==> src/rtl/ldma_pkg.sv <==
package ldma_pkg;

    typedef enum logic [2:0] {
        ST_IDLE    = 3'd0,
        ST_FETCH   = 3'd1,
        ST_XFER    = 3'd2,
        ST_CMP     = 3'd3,
        ST_SUSP    = 3'd4,
        ST_REFETCH = 3'd5
    } chan_st_e;

    typedef enum logic [1:0] {
        RD_NONE = 2'd0,
        RD_REQ  = 2'd1,
        RD_WAIT = 2'd2
    } rd_ph_e;

endpackage

==> src/rtl/ldma_len_calc.sv <==
module ldma_len_calc #(
    parameter int CNT_W = 16,
    parameter int BYTES = 4,
    parameter int BV_W  = 3
) (
    input  logic [CNT_W-1:0] rem_i,
    output logic [BV_W-1:0]  take_o,
    output logic             fin_o
);
    // bytes carried by the next beat and whether it ends the buffer
    always_comb begin
        if (rem_i >= CNT_W'(BYTES)) begin
            take_o = BV_W'(BYTES);
        end else begin
            take_o = rem_i[BV_W-1:0];
        end
        fin_o = (rem_i <= CNT_W'(BYTES));
    end
endmodule

==> src/rtl/ldma_out_stage.sv <==
module ldma_out_stage #(
    parameter int DATA_W = 32,
    parameter int BV_W   = 3
) (
    input  logic              clk,
    input  logic              rst_n,
    input  logic              ld_i,
    input  logic [DATA_W-1:0] data_i,
    input  logic              last_i,
    input  logic [BV_W-1:0]   bytes_i,
    input  logic              ready_i,
    output logic              valid_o,
    output logic [DATA_W-1:0] data_o,
    output logic              last_o,
    output logic [BV_W-1:0]   bytes_o
);
    typedef struct packed {
        logic              vld;
        logic [DATA_W-1:0] data;
        logic              last;
        logic [BV_W-1:0]   bytes;
    } beat_s;

    beat_s beat_d, beat_q;

    always_comb begin
        beat_d = beat_q;
        if (beat_q.vld && ready_i) begin
            beat_d.vld = 1'b0;
        end
        if (ld_i) begin
            beat_d.vld   = 1'b1;
            beat_d.data  = data_i;
            beat_d.last  = last_i;
            beat_d.bytes = bytes_i;
        end
    end

    always_ff @(posedge clk or negedge rst_n) begin
        if (!rst_n) begin
            beat_q <= '0;
        end else begin
            beat_q <= beat_d;
        end
    end

    assign valid_o = beat_q.vld;
    assign data_o  = beat_q.data;
    assign last_o  = beat_q.last;
    assign bytes_o = beat_q.bytes;

    // a stalled beat keeps its contents
    assert_beat_hold_R7: assert property (@(posedge clk) disable iff (!rst_n)
        (valid_o && !ready_i) |=> (valid_o && $stable(data_o) && $stable(last_o) && $stable(bytes_o)));

    // nothing new is loaded over an undelivered beat
    assert_no_overwrite_R7: assert property (@(posedge clk) disable iff (!rst_n)
        (ld_i |-> (!valid_o || ready_i)));
endmodule

==> src/rtl/ldma_chain_ctrl.sv <==
module ldma_chain_ctrl #(
    parameter int ADDR_W = 32,
    parameter int DATA_W = 32,
    parameter int CNT_W  = 16,
    parameter int BV_W   = 3
) (
    input  logic              clk,
    input  logic              rst_n,
    input  logic              init_i,
    input  logic [ADDR_W-1:0] base_i,
    input  logic              last_wr_i,
    input  logic [ADDR_W-1:0] last_addr_i,
    output logic [ADDR_W-1:0] cur_o,
    output logic [2:0]        st_o,
    output logic              mreq_valid_o,
    input  logic              mreq_ready_i,
    output logic [ADDR_W-1:0] mreq_addr_o,
    input  logic              mrsp_valid_i,
    input  logic [DATA_W-1:0] mrsp_data_i,
    input  logic              ob_full_i,
    input  logic [BV_W-1:0]   take_i,
    input  logic              fin_i,
    output logic [CNT_W-1:0]  rem_o,
    output logic              ld_o,
    output logic [DATA_W-1:0] ld_data_o,
    output logic              ld_last_o,
    output logic [BV_W-1:0]   ld_bytes_o
);
    import ldma_pkg::*;

    localparam int BYTES = DATA_W / 8;
    localparam int LG_B  = $clog2(BYTES);
    localparam logic [1:0] LAST_WIDX = 2'd2;

    typedef struct packed {
        chan_st_e          st;
        rd_ph_e            rd_ph;
        logic [ADDR_W-1:0] rd_addr;
        logic [ADDR_W-1:0] cur;
        logic [ADDR_W-1:0] last;
        logic [ADDR_W-1:0] nxt;
        logic [ADDR_W-1:0] xaddr;
        logic [CNT_W-1:0]  rem;
        logic [1:0]        widx;
        logic              refetch;
    } ctrl_s;

    ctrl_s ctl_d, ctl_q;
    logic              rsp;
    logic [CNT_W-1:0]  rsp_cnt;
    logic [ADDR_W-1:0] rsp_addr;

    always_comb begin
        ctl_d    = ctl_q;
        ld_o     = 1'b0;
        rsp      = mrsp_valid_i && (ctl_q.rd_ph == RD_WAIT);
        rsp_cnt  = mrsp_data_i[CNT_W-1:0];
        rsp_addr = ADDR_W'(mrsp_data_i);

        // the limit register latches every host write, whatever the state
        if (last_wr_i) begin
            ctl_d.last = last_addr_i;
        end

        // read port phase
        if (ctl_q.rd_ph == RD_REQ && mreq_ready_i) begin
            ctl_d.rd_ph = RD_WAIT;
        end
        if (rsp) begin
            ctl_d.rd_ph = RD_NONE;
        end

        case (ctl_q.st)
            ST_IDLE: begin
                if (init_i) begin
                    ctl_d.cur  = base_i;
                    ctl_d.widx = 2'd0;
                    ctl_d.st   = ST_FETCH;
                end
            end

            ST_FETCH: begin
                if (ctl_q.rd_ph == RD_NONE) begin
                    ctl_d.rd_addr = ctl_q.cur + (ADDR_W'(ctl_q.widx) << LG_B);
                    ctl_d.rd_ph   = RD_REQ;
                end
                if (rsp) begin
                    case (ctl_q.widx)
                        2'd0:    ctl_d.nxt   = rsp_addr;
                        2'd1:    ctl_d.xaddr = rsp_addr;
                        default: ctl_d.rem   = rsp_cnt;
                    endcase
                    if (ctl_q.widx == LAST_WIDX) begin
                        ctl_d.widx = 2'd0;
                        ctl_d.st   = (rsp_cnt == '0) ? ST_CMP : ST_XFER;
                    end else begin
                        ctl_d.widx = ctl_q.widx + 2'd1;
                    end
                end
            end

            ST_XFER: begin
                if (rsp) begin
                    ld_o        = 1'b1;
                    ctl_d.rem   = ctl_q.rem - CNT_W'(take_i);
                    ctl_d.xaddr = ctl_q.xaddr + ADDR_W'(BYTES);
                end else if (ctl_q.rd_ph == RD_NONE && !ob_full_i) begin
                    if (ctl_q.rem != '0) begin
                        ctl_d.rd_addr = ctl_q.xaddr;
                        ctl_d.rd_ph   = RD_REQ;
                    end else begin
                        ctl_d.st = ST_CMP;
                    end
                end
            end

            ST_CMP: begin
                ctl_d.refetch = 1'b0;
                if (ctl_q.cur == ctl_q.last) begin
                    ctl_d.st = ST_SUSP;
                end else if (ctl_q.refetch) begin
                    ctl_d.st = ST_REFETCH;
                end else begin
                    ctl_d.cur  = ctl_q.nxt;
                    ctl_d.widx = 2'd0;
                    ctl_d.st   = ST_FETCH;
                end
            end

            ST_SUSP: begin
                if (init_i) begin
                    ctl_d.cur  = base_i;
                    ctl_d.widx = 2'd0;
                    ctl_d.st   = ST_FETCH;
                end else if (last_wr_i) begin
                    ctl_d.refetch = 1'b1;
                    ctl_d.st      = ST_CMP;
                end
            end

            ST_REFETCH: begin
                if (ctl_q.rd_ph == RD_NONE) begin
                    ctl_d.rd_addr = ctl_q.cur;
                    ctl_d.rd_ph   = RD_REQ;
                end
                if (rsp) begin
                    ctl_d.cur  = rsp_addr;
                    ctl_d.widx = 2'd0;
                    ctl_d.st   = ST_FETCH;
                end
            end

            default: begin
                ctl_d.st = ST_IDLE;
            end
        endcase
    end

    always_ff @(posedge clk or negedge rst_n) begin
        if (!rst_n) begin
            ctl_q <= '{st: ST_IDLE, rd_ph: RD_NONE, rd_addr: '0, cur: '0,
                       last: '0, nxt: '0, xaddr: '0, rem: '0, widx: '0,
                       refetch: 1'b0};
        end else begin
            ctl_q <= ctl_d;
        end
    end

    assign cur_o        = ctl_q.cur;
    assign st_o         = ctl_q.st;
    assign mreq_valid_o = (ctl_q.rd_ph == RD_REQ);
    assign mreq_addr_o  = ctl_q.rd_addr;
    assign rem_o        = ctl_q.rem;
    assign ld_data_o    = mrsp_data_i;
    assign ld_last_o    = fin_i;
    assign ld_bytes_o   = take_i;

    // an unaccepted request keeps valid and address
    assert_req_hold_R6: assert property (@(posedge clk) disable iff (!rst_n)
        (mreq_valid_o && !mreq_ready_i) |=> (mreq_valid_o && $stable(mreq_addr_o)));

    // a parked channel makes no memory request
    assert_susp_quiet_R9: assert property (@(posedge clk) disable iff (!rst_n)
        (ctl_q.st == ST_SUSP) |-> !mreq_valid_o);

    // a word is only handed on when the output stage has room
    assert_ld_room_R7: assert property (@(posedge clk) disable iff (!rst_n)
        ld_o |-> !ob_full_i);

    // the current address never moves during fetch or transfer
    assert_cur_steady_R2: assert property (@(posedge clk) disable iff (!rst_n)
        (ctl_q.st == ST_FETCH || ctl_q.st == ST_XFER) |=> $stable(cur_o));
endmodule

==> src/rtl/ll_desc_dma.sv <==
module ll_desc_dma #(
    parameter int ADDR_W = 32,
    parameter int DATA_W = 32,
    parameter int CNT_W  = 16
) (
    input  logic              clk,
    input  logic              rst_n,
    input  logic              init_i,
    input  logic [ADDR_W-1:0] base_addr_i,
    input  logic              last_wr_i,
    input  logic [ADDR_W-1:0] last_addr_i,
    output logic [ADDR_W-1:0] cur_addr_o,
    output logic [2:0]        state_o,
    output logic              mreq_valid_o,
    input  logic              mreq_ready_i,
    output logic [ADDR_W-1:0] mreq_addr_o,
    input  logic              mrsp_valid_i,
    input  logic [DATA_W-1:0] mrsp_data_i,
    output logic              st_valid_o,
    input  logic              st_ready_i,
    output logic [DATA_W-1:0] st_data_o,
    output logic              st_last_o,
    output logic [$clog2(DATA_W/8):0] st_bytes_o
);
    localparam int BYTES = DATA_W / 8;
    localparam int BV_W  = $clog2(BYTES) + 1;

    logic [CNT_W-1:0]  rem;
    logic [BV_W-1:0]   take;
    logic              fin;
    logic              ld;
    logic [DATA_W-1:0] ld_data;
    logic              ld_last;
    logic [BV_W-1:0]   ld_bytes;

    ldma_len_calc #(.CNT_W(CNT_W), .BYTES(BYTES), .BV_W(BV_W)) u_len (
        .rem_i  (rem),
        .take_o (take),
        .fin_o  (fin)
    );

    ldma_chain_ctrl #(.ADDR_W(ADDR_W), .DATA_W(DATA_W), .CNT_W(CNT_W), .BV_W(BV_W)) u_ctrl (
        .clk          (clk),
        .rst_n        (rst_n),
        .init_i       (init_i),
        .base_i       (base_addr_i),
        .last_wr_i    (last_wr_i),
        .last_addr_i  (last_addr_i),
        .cur_o        (cur_addr_o),
        .st_o         (state_o),
        .mreq_valid_o (mreq_valid_o),
        .mreq_ready_i (mreq_ready_i),
        .mreq_addr_o  (mreq_addr_o),
        .mrsp_valid_i (mrsp_valid_i),
        .mrsp_data_i  (mrsp_data_i),
        .ob_full_i    (st_valid_o),
        .take_i       (take),
        .fin_i        (fin),
        .rem_o        (rem),
        .ld_o         (ld),
        .ld_data_o    (ld_data),
        .ld_last_o    (ld_last),
        .ld_bytes_o   (ld_bytes)
    );

    ldma_out_stage #(.DATA_W(DATA_W), .BV_W(BV_W)) u_out (
        .clk     (clk),
        .rst_n   (rst_n),
        .ld_i    (ld),
        .data_i  (ld_data),
        .last_i  (ld_last),
        .bytes_i (ld_bytes),
        .ready_i (st_ready_i),
        .valid_o (st_valid_o),
        .data_o  (st_data_o),
        .last_o  (st_last_o),
        .bytes_o (st_bytes_o)
    );

    // inner beats are full words
    assert_full_inner_R5: assert property (@(posedge clk) disable iff (!rst_n)
        (st_valid_o && !st_last_o) |-> (st_bytes_o == BV_W'(BYTES)));

    // a beat never carries zero or more than a word of bytes
    assert_bytes_range_R5: assert property (@(posedge clk) disable iff (!rst_n)
        st_valid_o |-> (st_bytes_o != '0 && st_bytes_o <= BV_W'(BYTES)));

    // only the six defined state codes appear
    assert_state_code_R13: assert property (@(posedge clk) disable iff (!rst_n)
        state_o <= 3'd5);
endmodule

==> config.mk <==
export PLATFORM = sky130hd
export DESIGN_NAME = ll_desc_dma
export DESIGN_NICKNAME = d
export VERILOG_FILES = /design/src/rtl/ldma_pkg.sv /design/src/rtl/ldma_len_calc.sv /design/src/rtl/ldma_out_stage.sv /design/src/rtl/ldma_chain_ctrl.sv /design/src/rtl/ll_desc_dma.sv
export SDC_FILE = /design/constraint.sdc
export NUM_CORES = 1
export LEC_CHECK = 0
export CORE_ASPECT_RATIO = 0.8
export CORE_UTILIZATION = 40
export CTS_BUF_LIST = sky130_fd_sc_hd__clkbuf_2 sky130_fd_sc_hd__clkbuf_4 sky130_fd_sc_hd__clkbuf_8
export DETAILED_ROUTE_END_ITERATION = 8
export GPL_ROUTABILITY_DRIVEN = 0
export PLACE_DENSITY = 0.63
export SETUP_SLACK_MARGIN = 0.02
export SLEW_MARGIN = 15
export SYNTH_ARGS = -nofsm -noshare
export SYNTH_HDL_FRONTEND = slang
export SYNTH_SLANG_ARGS = --single-unit
export TNS_END_PERCENT = 30
==> constraint.sdc <==
create_clock -name clk -period 2.33 [get_ports clk]
set_input_delay 0.5825 -clock clk [delete_from_list [all_inputs] [get_ports clk]]
set_output_delay 0.5825 -clock clk [all_outputs]
set_load 0.05 [all_outputs]
==> results.toml, run 1 <==
[timing]
hold_violations = 0
max_slew_margin = 0.535
fin_worst_skew_ns = 0.0213
rsz0062_at_grt = "yes"
post-route-period-util = 1.03
slew_viol_final = 0
fmax_mhz = 417
period_needed_ns = 2.40
layout_setup_ws_ns = -0.0700
worst_hold_slack_ns = 0.470
worst_slew_pin_slew_ns = 0.698
setup_viol_count_final = 28

[detailed_routing]
wl_per_cell_microns = 23.3
drcViolationCount = 0
drtIter0Drc = 1297
final_antenna_net_count = 0
dr.pass1.iters = 6
num_vias = 13100
finalWirelength_microns = 49300
via_per_inst = 6.19

[clock_tree]
clk_latency_ns = 0.57
cts_tree = "yes"
cts_buffer_depth = 3
cts_inserted_buffers = 40
htree_num_levels = 2
cts_sinks = 221
clk_pin_slew_ns = 0.06
ctsRootBufferMaster = "clkbuf_8"

[die]
core-area_sq_um = 32600
dieArea_sq_um = 34000
start_util = 0.408
fp-row-count = 59
io_pins = 208
die_y_microns = 165
die_w_microns = 206

[worst_setup_path]
arrival_ns = 2.84
cp-end-kind = "register"
rr_worst_depth = 8
required_ns = 2.77
crit_type = "register to register"
critPathMaxFanout = 7
worstSetupStartpointType = "register"

[synth]
synthArstFlopShare = 1.00
synth.area.top_cells = "dfrtp_1 42%, mux2_2 5.4%, nand2_1 4.3%, buf_4 3.9%, a22oi_1 3.8%"
synth.top_cells.by_count = "221 x dfrtp_1, 152 x nand2_1, 116 x clkbuf_1, 70 x buf_4, 67 x a22oi_1"
synth_top_area_share = 0.415
synth-seq-cells = 221
synth_most_common_cell = "dfrtp_1"
yosysUniqueCellTypes = 75
synth_area_sq_um = 13300
ys.flop_type = "dfrtp_1"
avgSynthCellArea_sq_um = 9.28
syn-num-nets = 1543
synth_top_cell_by_area = "dfrtp_1"
netlist_instances = 1435
ys_seq_area_frac = 0.415
synth_edf_count = 0
ys_warn_count = 0

[global_route]
overflow = 0
grt_use_total = 0.286
grt_pass1_wl_microns = 74000
grt_pass1_vias = 12400
grt_max_degree = 69
antenna_found_initial = 0

[finish]
fillers = 2987
syn2layout_area_growth_pct = 31.4
nNetsFinal = 1767
diodes = 0
drive_above_1_share = 0.241
fin_cells = 2115
utilization = 0.536

[placed_design]
dpl.hpwl_microns = 35700
dp_cells = 2035
port_buffers = 207

[hold_path]
hold_class = "register to register"
min_path_cells = 2

[outcome]
violations = "negative setup slack"
status = "complete, but fails checks"

[pwr]
p_per_area_nw_per_um2 = 1460
peakVddDrop_mv = 0.871
p_leak_nw = 7.44

[job]
maxCapViolations = 0
-- worst max-delay path: stages (launching register included) --
cell and delay (ns):
dfrtp_1 0.38, or4_4 0.58, nor4_4 0.34, buf_6 0.17
a211oi_4 0.09, buf_12 0.17, clkbuf_16 0.15, and2_4 0.15
a221o_1 0.25
-- layout by cell type (no fill, tap or decap), types with 40 or more instances in the layout --
cell             Yosys  routed
clkbuf_8             0      53
a22oi_1             67      67
clkdlybuf4s50_1      0     101
nand2_1            152     152
o21ai_0             41      40
nor3_1              50      47
buf_4               70     192
xor2_1              40      40
dlygate4sd2_1        0      65
dfrtp_1            221     219
mux2_2              64      64
nor2_1              47      44
a21oi_1             50      49
nor4_1              66      60
-- cell families (layout without fill, tap and decap cells) --
| group | Yosys count | in the layout | share of synthesized area |
|---|---|---|---|
| flops | 221 | 221 | 0.415 |
| buf+inv | 224 | 477 | 0.0852 |
| fa+ha+maj | 5 | 5 | 0.00526 |
| simple gates | 480 | 480 | 0.190 |
| xor+xnor | 46 | 46 | 0.0303 |
| compound gates | 391 | 391 | 0.217 |
| mux | 67 | 67 | 0.0564 |
| other cells | 1 | 1 | 0.000282 |
-- area by class of cell --
cell class | instances | area (sq um) | share of cell area
multi-input combinational | 990 | 6850 | 0.391
sequential | 221 | 5530 | 0.316
timing repair buffer | 392 | 3630 | 0.208
clock buffer | 63 | 805 | 0.0460
tap | 427 | 534 | 0.0305
clock inverter | 8 | 90.1 | 0.00515
inverter | 14 | 55.1 | 0.00315
-- what timing repair did --
item | in CTS | in global routing
setup buffers | 0 | 4
hold buffers | 1 | 0
setup endpoints to repair | 101 | 76
resized for setup | 71 | 41
hold endpoints to repair | 14 | 0
gates cloned | 0 | 4
pin swaps | 7 | 28
-- routing by layer --
layer | GRT usage | wire, microns
met1 | 0.399 | 21200
met2 | 0.438 | 22000
met3 | 0.0599 | 4640
met4 | 0.0953 | 1430
met5 | 0 | 0
-- sequential cells by signal, summed over array words and instances (netlist names) --
name and count:
u_ctrl.ctl_q 101, u_ctrl.cur_o 32, u_ctrl.mreq_addr_o 32, u_ctrl.rem_o 16
u_ctrl.st_o 3, u_out.bytes_o 3, u_out.data_o 32, u_out.last_o 1
u_out.valid_o 1
-- report_power, final --
| group | switching (mW) | internal, mW | total, mW |
|---|---|---|---|
| Sequential | 1.60 | 5.50 | 7.10 |
| Clock | 1.78 | 2.41 | 4.19 |
| Combinational | 8.80 | 5.45 | 14.2 |
| Total | 12.2 | 13.4 | 25.5 |
-- final timing paths --
check,slack [ns],from,endpoint
min in group asynchronous,0.57,rst_n,u_ctrl.ctl_q[113]
setup / recovery,-0.07,u_ctrl.rem_o[5],u_ctrl.mreq_addr_o[24]
setup reg to reg,-0.07,u_ctrl.rem_o[5],u_ctrl.mreq_addr_o[24]
max in group asynchronous,1.07,rst_n,u_ctrl.mreq_addr_o[21]
hold / removal,0.47,u_out.data_o[21],u_out.data_o[21]
hold reg to reg,0.47,u_out.data_o[21],u_out.data_o[21]
-- metrics by stage --
step	power [mW]	worst slack (ns)	setup TNS [ns]	instance area [sq um]
after floorplan	16.6	-0.0113	-0.0227	13300
after global placement	21.0	-0.223	-11.41	16400
after detailed placement	21.3	-0.222	-15.34	16400
after CTS	25.1	-0.0377	-0.148	17200
after global routing	26.9	-0.149	-3.73	17500
final	25.5	-0.0700	-0.610	17500
(Power assumes the default switching activity.)
==> run 2, diff against run 1 <==
--- a/config.mk
+++ b/config.mk
@@ -16,4 +16,4 @@
 export SYNTH_ARGS = -nofsm -noshare
 export SYNTH_HDL_FRONTEND = slang
 export SYNTH_SLANG_ARGS = --single-unit
-export TNS_END_PERCENT = 30
+export TNS_END_PERCENT = 100
==> run 2 against run 1 <==
Against the previous run: utilization up 0.13 points; die area unchanged; combinational power about the same; total power down 0.63%; cell count about the same; maximum frequency up 0.75%; count of clock-buffer cells in the layout up 3; critical path depth down 2; the flow still finishes with violations (negative setup slack); via count up 0.32%; global-route usage up 0.50 points; largest power group unchanged; sequential share of layout area down 0.062 points; highest routed layer unchanged.
==> results.toml, run 2 (synthesis gave the netlist of run 1 again) <==
[global_route]
grt_max_degree = 67
grt_pass1_vias = 12400
grt_use_total = 0.291
antenna_found_initial = 0
overflow = 0
grt_pass1_wl_microns = 75200

[pwr]
p_seq_frac = 0.281
internal_power_mw = 13.1
p_sw_frac = 0.483
p_comb_frac = 0.568
p_per_area_nw_per_um2 = 1450
p_leak_nw = 7.42
finalPower_mw = 25.4
switchingPower_mw = 12.3
p_clk_frac = 0.151
peakVddDrop_mv = 0.896

[timing]
rsz0062_at_grt = "yes"
fin_worst_skew_ns = 0.0240
post-route-period-util = 1.02
hold_violations = 0
slew_viol_final = 0
setup_viol_count_final = 24
max_slew_margin = 0.501
period_needed_ns = 2.38
worst_slew_pin_slew_ns = 0.742
worst_hold_slack_ns = 0.468
fmax_mhz = 420
layout_setup_ws_ns = -0.0522

[die]
core-area_sq_um = 32600
dieArea_sq_um = 34000
die_w_microns = 206
io_pins = 208
fp-row-count = 59
start_util = 0.408
die_y_microns = 165

[detailed_routing]
num_vias = 13100
drtIter0Drc = 1392
finalWirelength_microns = 50200
dr.pass1.iters = 6
drcViolationCount = 0
final_antenna_net_count = 0
via_per_inst = 6.20
wl_per_cell_microns = 23.7

[hold_path]
hold_class = "register to register"
min_path_cells = 2

[worst_setup_path]
worstSetupStartpointType = "register"
path_cells = "or4_4 -> nor4_4 -> buf_4 -> a211oi_4 -> bufbuf_16 -> a221o_1"
slowest_stage = "or4_4"
cp_num_buf_inv = 2
arrival_ns = 2.82
path_delay_family = "simple AND/OR/NAND/NOR gates"
rr_worst_depth = 6
cp-end-kind = "register"
cpPeakStageDelay_ns = 0.56
critPathMaxFanout = 11
required_ns = 2.77
path_depth = 6
crit_type = "register to register"

[finish]
nNetsFinal = 1770
largest_reg_flops = 101
drive_above_1_share = 0.251
fillers = 2970
diodes = 0
fin_cells = 2117
syn2layout_area_growth_pct = 31.7
largest-register = "u_ctrl.ctl_q"
utilization = 0.538
layout_common_cells = "217 x dfrtp_1, 197 x buf_4, 152 x nand2_1, 101 x clkdlybuf4s50_1, 69 x dlygate4sd2_1"
final_common_cell = "dfrtp_1"

[clock_tree]
htree_num_levels = 2
cts_tree = "yes"
clk_latency_ns = 0.57
clk_pin_slew_ns = 0.07
cts_sinks = 221
cts_inserted_buffers = 39
cts_buffer_depth = 3
ctsRootBufferMaster = "clkbuf_8"

[placed_design]
dp_cells = 2035
dpl.hpwl_microns = 35900
port_buffers = 207

[outcome]
status = "complete, but fails checks"
violations = "negative setup slack"

[job]
maxCapViolations = 0
[run 2: worst register-to-register path, delay by kind of cell, from the launching register on]
kind,cells,cell delay (ns)
flops,1,0.38
simple gates,2,0.91
compound gates,2,0.45
buf+inv,2,0.52
[run 2: power by group through the flow]
stage          registers [mW]  logic [mW]  clock network, mW
2_1_floorplan            7.61        8.96                  0
3_3_place_gp             7.09        13.9                  0
4_1_cts                  7.07        13.9               3.89
5_1_grt                  7.32        15.3               4.09
3_5_place_dp             7.13        14.1                  0
6_report                 7.13        14.4               3.83
[run 2: worst paths after layout]
kind                             startpoint  slack (ns)               endpoint
max                        u_ctrl.rem_o[11]       -0.05  u_ctrl.mreq_addr_o[4]
min                        u_out.data_o[26]        0.47       u_out.data_o[26]
max reg2reg                u_ctrl.rem_o[11]       -0.05  u_ctrl.mreq_addr_o[4]
min reg2reg                u_out.data_o[26]        0.47       u_out.data_o[26]
max in group asynchronous             rst_n        1.10       u_ctrl.ctl_q[54]
min in group asynchronous             rst_n        0.51       u_ctrl.cur_o[26]
[run 2: cell type report]
type / count / area (sq um) / share of cell area
Tap cell: 427 / 534 / 0.0305
Clock buffer: 66 / 796 / 0.0454
Timing Repair Buffer: 395 / 3610 / 0.206
Inverter: 14 / 52.6 / 0.00300
Multi-Input combinational cell: 991 / 6990 / 0.399
Clock inverter: 3 / 21.3 / 0.00121
Sequential cell: 221 / 5540 / 0.316
[run 2: timing repair]
action                                  CTS  global route
hold buffers                              1             0
resized for setup                        85            51
gates cloned                              2             3
setup buffers                             2             5
endpoints found under the hold margin    43             0
pin swaps                                22            23
endpoints found under the setup margin  103            77
[run 2: metal layers]
metal  vias to the layer above  routed length, microns  GRT usage
met5                         -                       0          0
met4                         0                    1570     0.0996
met3                        88                    4260     0.0547
met2                       662                   22500      0.443
met1                      6518                   21800      0.412
li1                       5858                       -          -
[run 2: stage by stage]
| step | setup TNS, ns | worst slack, ns | area (sq um) |
|---|---|---|---|
| detailed placement | -8.73 | -0.247 | 16300 |
| floorplan | 0 | 0.0105 | 13300 |
| CTS | -0.720 | -0.0710 | 17200 |
| finish | -0.902 | -0.0522 | 17500 |
| global placement | -4.92 | -0.197 | 16300 |
| global route | -4.32 | -0.157 | 17500 |
==> run 3, diff against run 2 <==
--- a/config.mk
+++ b/config.mk
@@ -16,4 +16,4 @@
 export SYNTH_ARGS = -nofsm -noshare
 export SYNTH_HDL_FRONTEND = slang
 export SYNTH_SLANG_ARGS = --single-unit
-export TNS_END_PERCENT = 100
+export TNS_END_PERCENT = 10
==> run 3 against run 2 <==
Against the previous run: critical path depth up 2; worst setup slack better by 0.031 ns; critical path type unchanged; clock power up 9.4%; sequential share of layout area up 0.34 points; the run still ends with negative setup slack left; cell count down 0.43%; utilization down 0.62 points; die area unchanged; first-iteration DRC count down 6.3%; global-route usage down 0.50 points; largest power group unchanged; largest cell class unchanged; via count down 0.76%; flip-flop and latch count unchanged; register-to-register slack better by 0.03 ns.
==> results.toml, run 3 (synthesis gave the netlist of run 1 again) <==
[finish]
regArea_sq_um = 5530
fin_cells = 2108
final_common_cell = "dfrtp_1"
syn2layout_area_growth_pct = 30.2
largest_reg_flops = 101
nNetsFinal = 1760
drive_above_1_share = 0.234
diodes = 0
multi_input_comb_area_sq_um = 6820
layout_common_cells = "220 x dfrtp_1, 190 x buf_4, 152 x nand2_1, 101 x clkdlybuf4s50_1, 67 x a22oi_1"
fillers = 2994
largest-register = "u_ctrl.ctl_q"

[worst_setup_path]
rr_worst_depth = 8
worstReg2RegEnd = "u_ctrl.rem_o[14]"
arrival_ns = 2.80
crit_type = "register to register"
critPathMaxFanout = 4
required_ns = 2.78
r2r_slack_ns = -0.02
cp-end-kind = "register"
worstSetupStartpointType = "register"
reg2reg_from = "u_ctrl.rem_o[5]"
crit_start = "u_ctrl.rem_o[5]"

[die]
fp-row-count = 59
die_y_microns = 165
start_util = 0.408
die_w_microns = 206
io_pins = 208
core-area_sq_um = 32600
dieArea_sq_um = 34000

[job]
maxCapViolations = 0

[timing]
rsz0062_at_grt = "yes"
worst_slew_pin_slew_ns = 0.702
setup_viol_count_final = 5
period_needed_ns = 2.35
post-route-period-util = 1.01
fin_worst_skew_ns = 0.0219
slew_viol_final = 0
hold_violations = 0
fin_setup_tns_ns = -0.0614
max_slew_margin = 0.532
fmax_mhz = 425
worst_hold_slack_ns = 0.470
layout_setup_ws_ns = -0.0209

[detailed_routing]
wl_per_cell_microns = 23.1
via_per_inst = 6.18
dr.pass1.iters = 6
drcViolationCount = 0
drtIter0Drc = 1305
finalWirelength_microns = 48800
final_antenna_net_count = 0
num_vias = 13000

[global_route]
antenna_found_initial = 1
grt_pass1_wl_microns = 74000
grt_use_total = 0.286
overflow = 0
grt_max_degree = 69
grt_pass1_vias = 12400

[placed_design]
dpl.hpwl_microns = 35700
port_buffers = 207
dp_cells = 2035
place_ws_ns = -0.222

[clock_tree]
cts_sinks = 221
clk_latency_ns = 0.56
htree_num_levels = 2
cts_tree = "yes"
clk_pin_slew_ns = 0.06
ctsRootBufferMaster = "clkbuf_8"
cts_inserted_buffers = 40
cts_buffer_depth = 3

[pwr]
p_leak_nw = 7.37
peakVddDrop_mv = 0.870
finalPower_mw = 25.4
p_per_area_nw_per_um2 = 1460

[outcome]
status = "complete, but fails checks"
violations = "negative setup slack"

[hold_path]
holdPathEnd = "u_out.data_o[21]"
hp-start = "u_out.data_o[21]"
min_path_cells = 2
hold_class = "register to register"
## run 3: changes by cell type in the layout (fill, tap and decap cells not counted), sizes merged, moves of 2 or more
cell,delta
clkinv,+5
dlygate4sd2,-4
buf,-7
clkbuf,-5
dlymetal6s2s,+4
bufinv,+2
## run 3: critical path, stage by stage (launching register included)
cell	delay, ns
dfrtp_1	0.38
or4_4	0.58
nor4_4	0.34
nand2b_4	0.20
ha_4	0.17
inv_4	0.05
o311ai_4	0.29
a21oi_2	0.10
a2bb2oi_2	0.14
## run 3: worst max path at each step
stage                     slack [ns]                endpoint  cells after the start
after floorplan                -0.01  u_ctrl.mreq_addr_o[23]                      7
after global placement         -0.22          u_ctrl.st_o[0]                      7
after detailed placement       -0.22        u_ctrl.ctl_q[40]                      7
after CTS                      -0.03        u_ctrl.rem_o[12]                      9
after global routing           -0.14         u_ctrl.rem_o[8]                      9
final                          -0.02        u_ctrl.rem_o[14]                      8
## run 3: what timing repair did
action                     CTS  global route
gates resized for setup     71            35
cloned                       0             0
hold buffers                 1             0
pin swaps                    8            16
setup buffers                0             1
hold endpoints to repair    14             0
setup endpoints to repair  101            76
## run 3: metrics by stage
stage / util / instance area (sq um)
floorplan: - / 13300
finish: 0.531 / 17300
CTS: 0.527 / 17200
global route: 0.531 / 17300
detailed placement: 0.501 / 16400
global placement: 0.501 / 16400
## run 3: layout make-up
| cell class | instances | share of cell area |
|---|---|---|
| timing repair buffer | 385 | 0.202 |
| tap | 427 | 0.0308 |
| clock buffer | 63 | 0.0464 |
| sequential | 221 | 0.319 |
| clock inverter | 8 | 0.00520 |
| inverter | 14 | 0.00317 |
| multi-input combinational | 990 | 0.393 |
## run 3: per-layer routing
metal / GRT usage / routed length, microns
met1: 0.399 / 21400
met2: 0.438 / 21600
met3: 0.0599 / 4280
met4: 0.0953 / 1490
met5: 0 / 0
## run 3: power by group
part           switching (mW)  total, mW  internal (mW)
combinational            8.74       14.1           5.34
sequential               1.59       7.09           5.50
clock                    1.78       4.19           2.41
total                    12.1       25.4           13.2
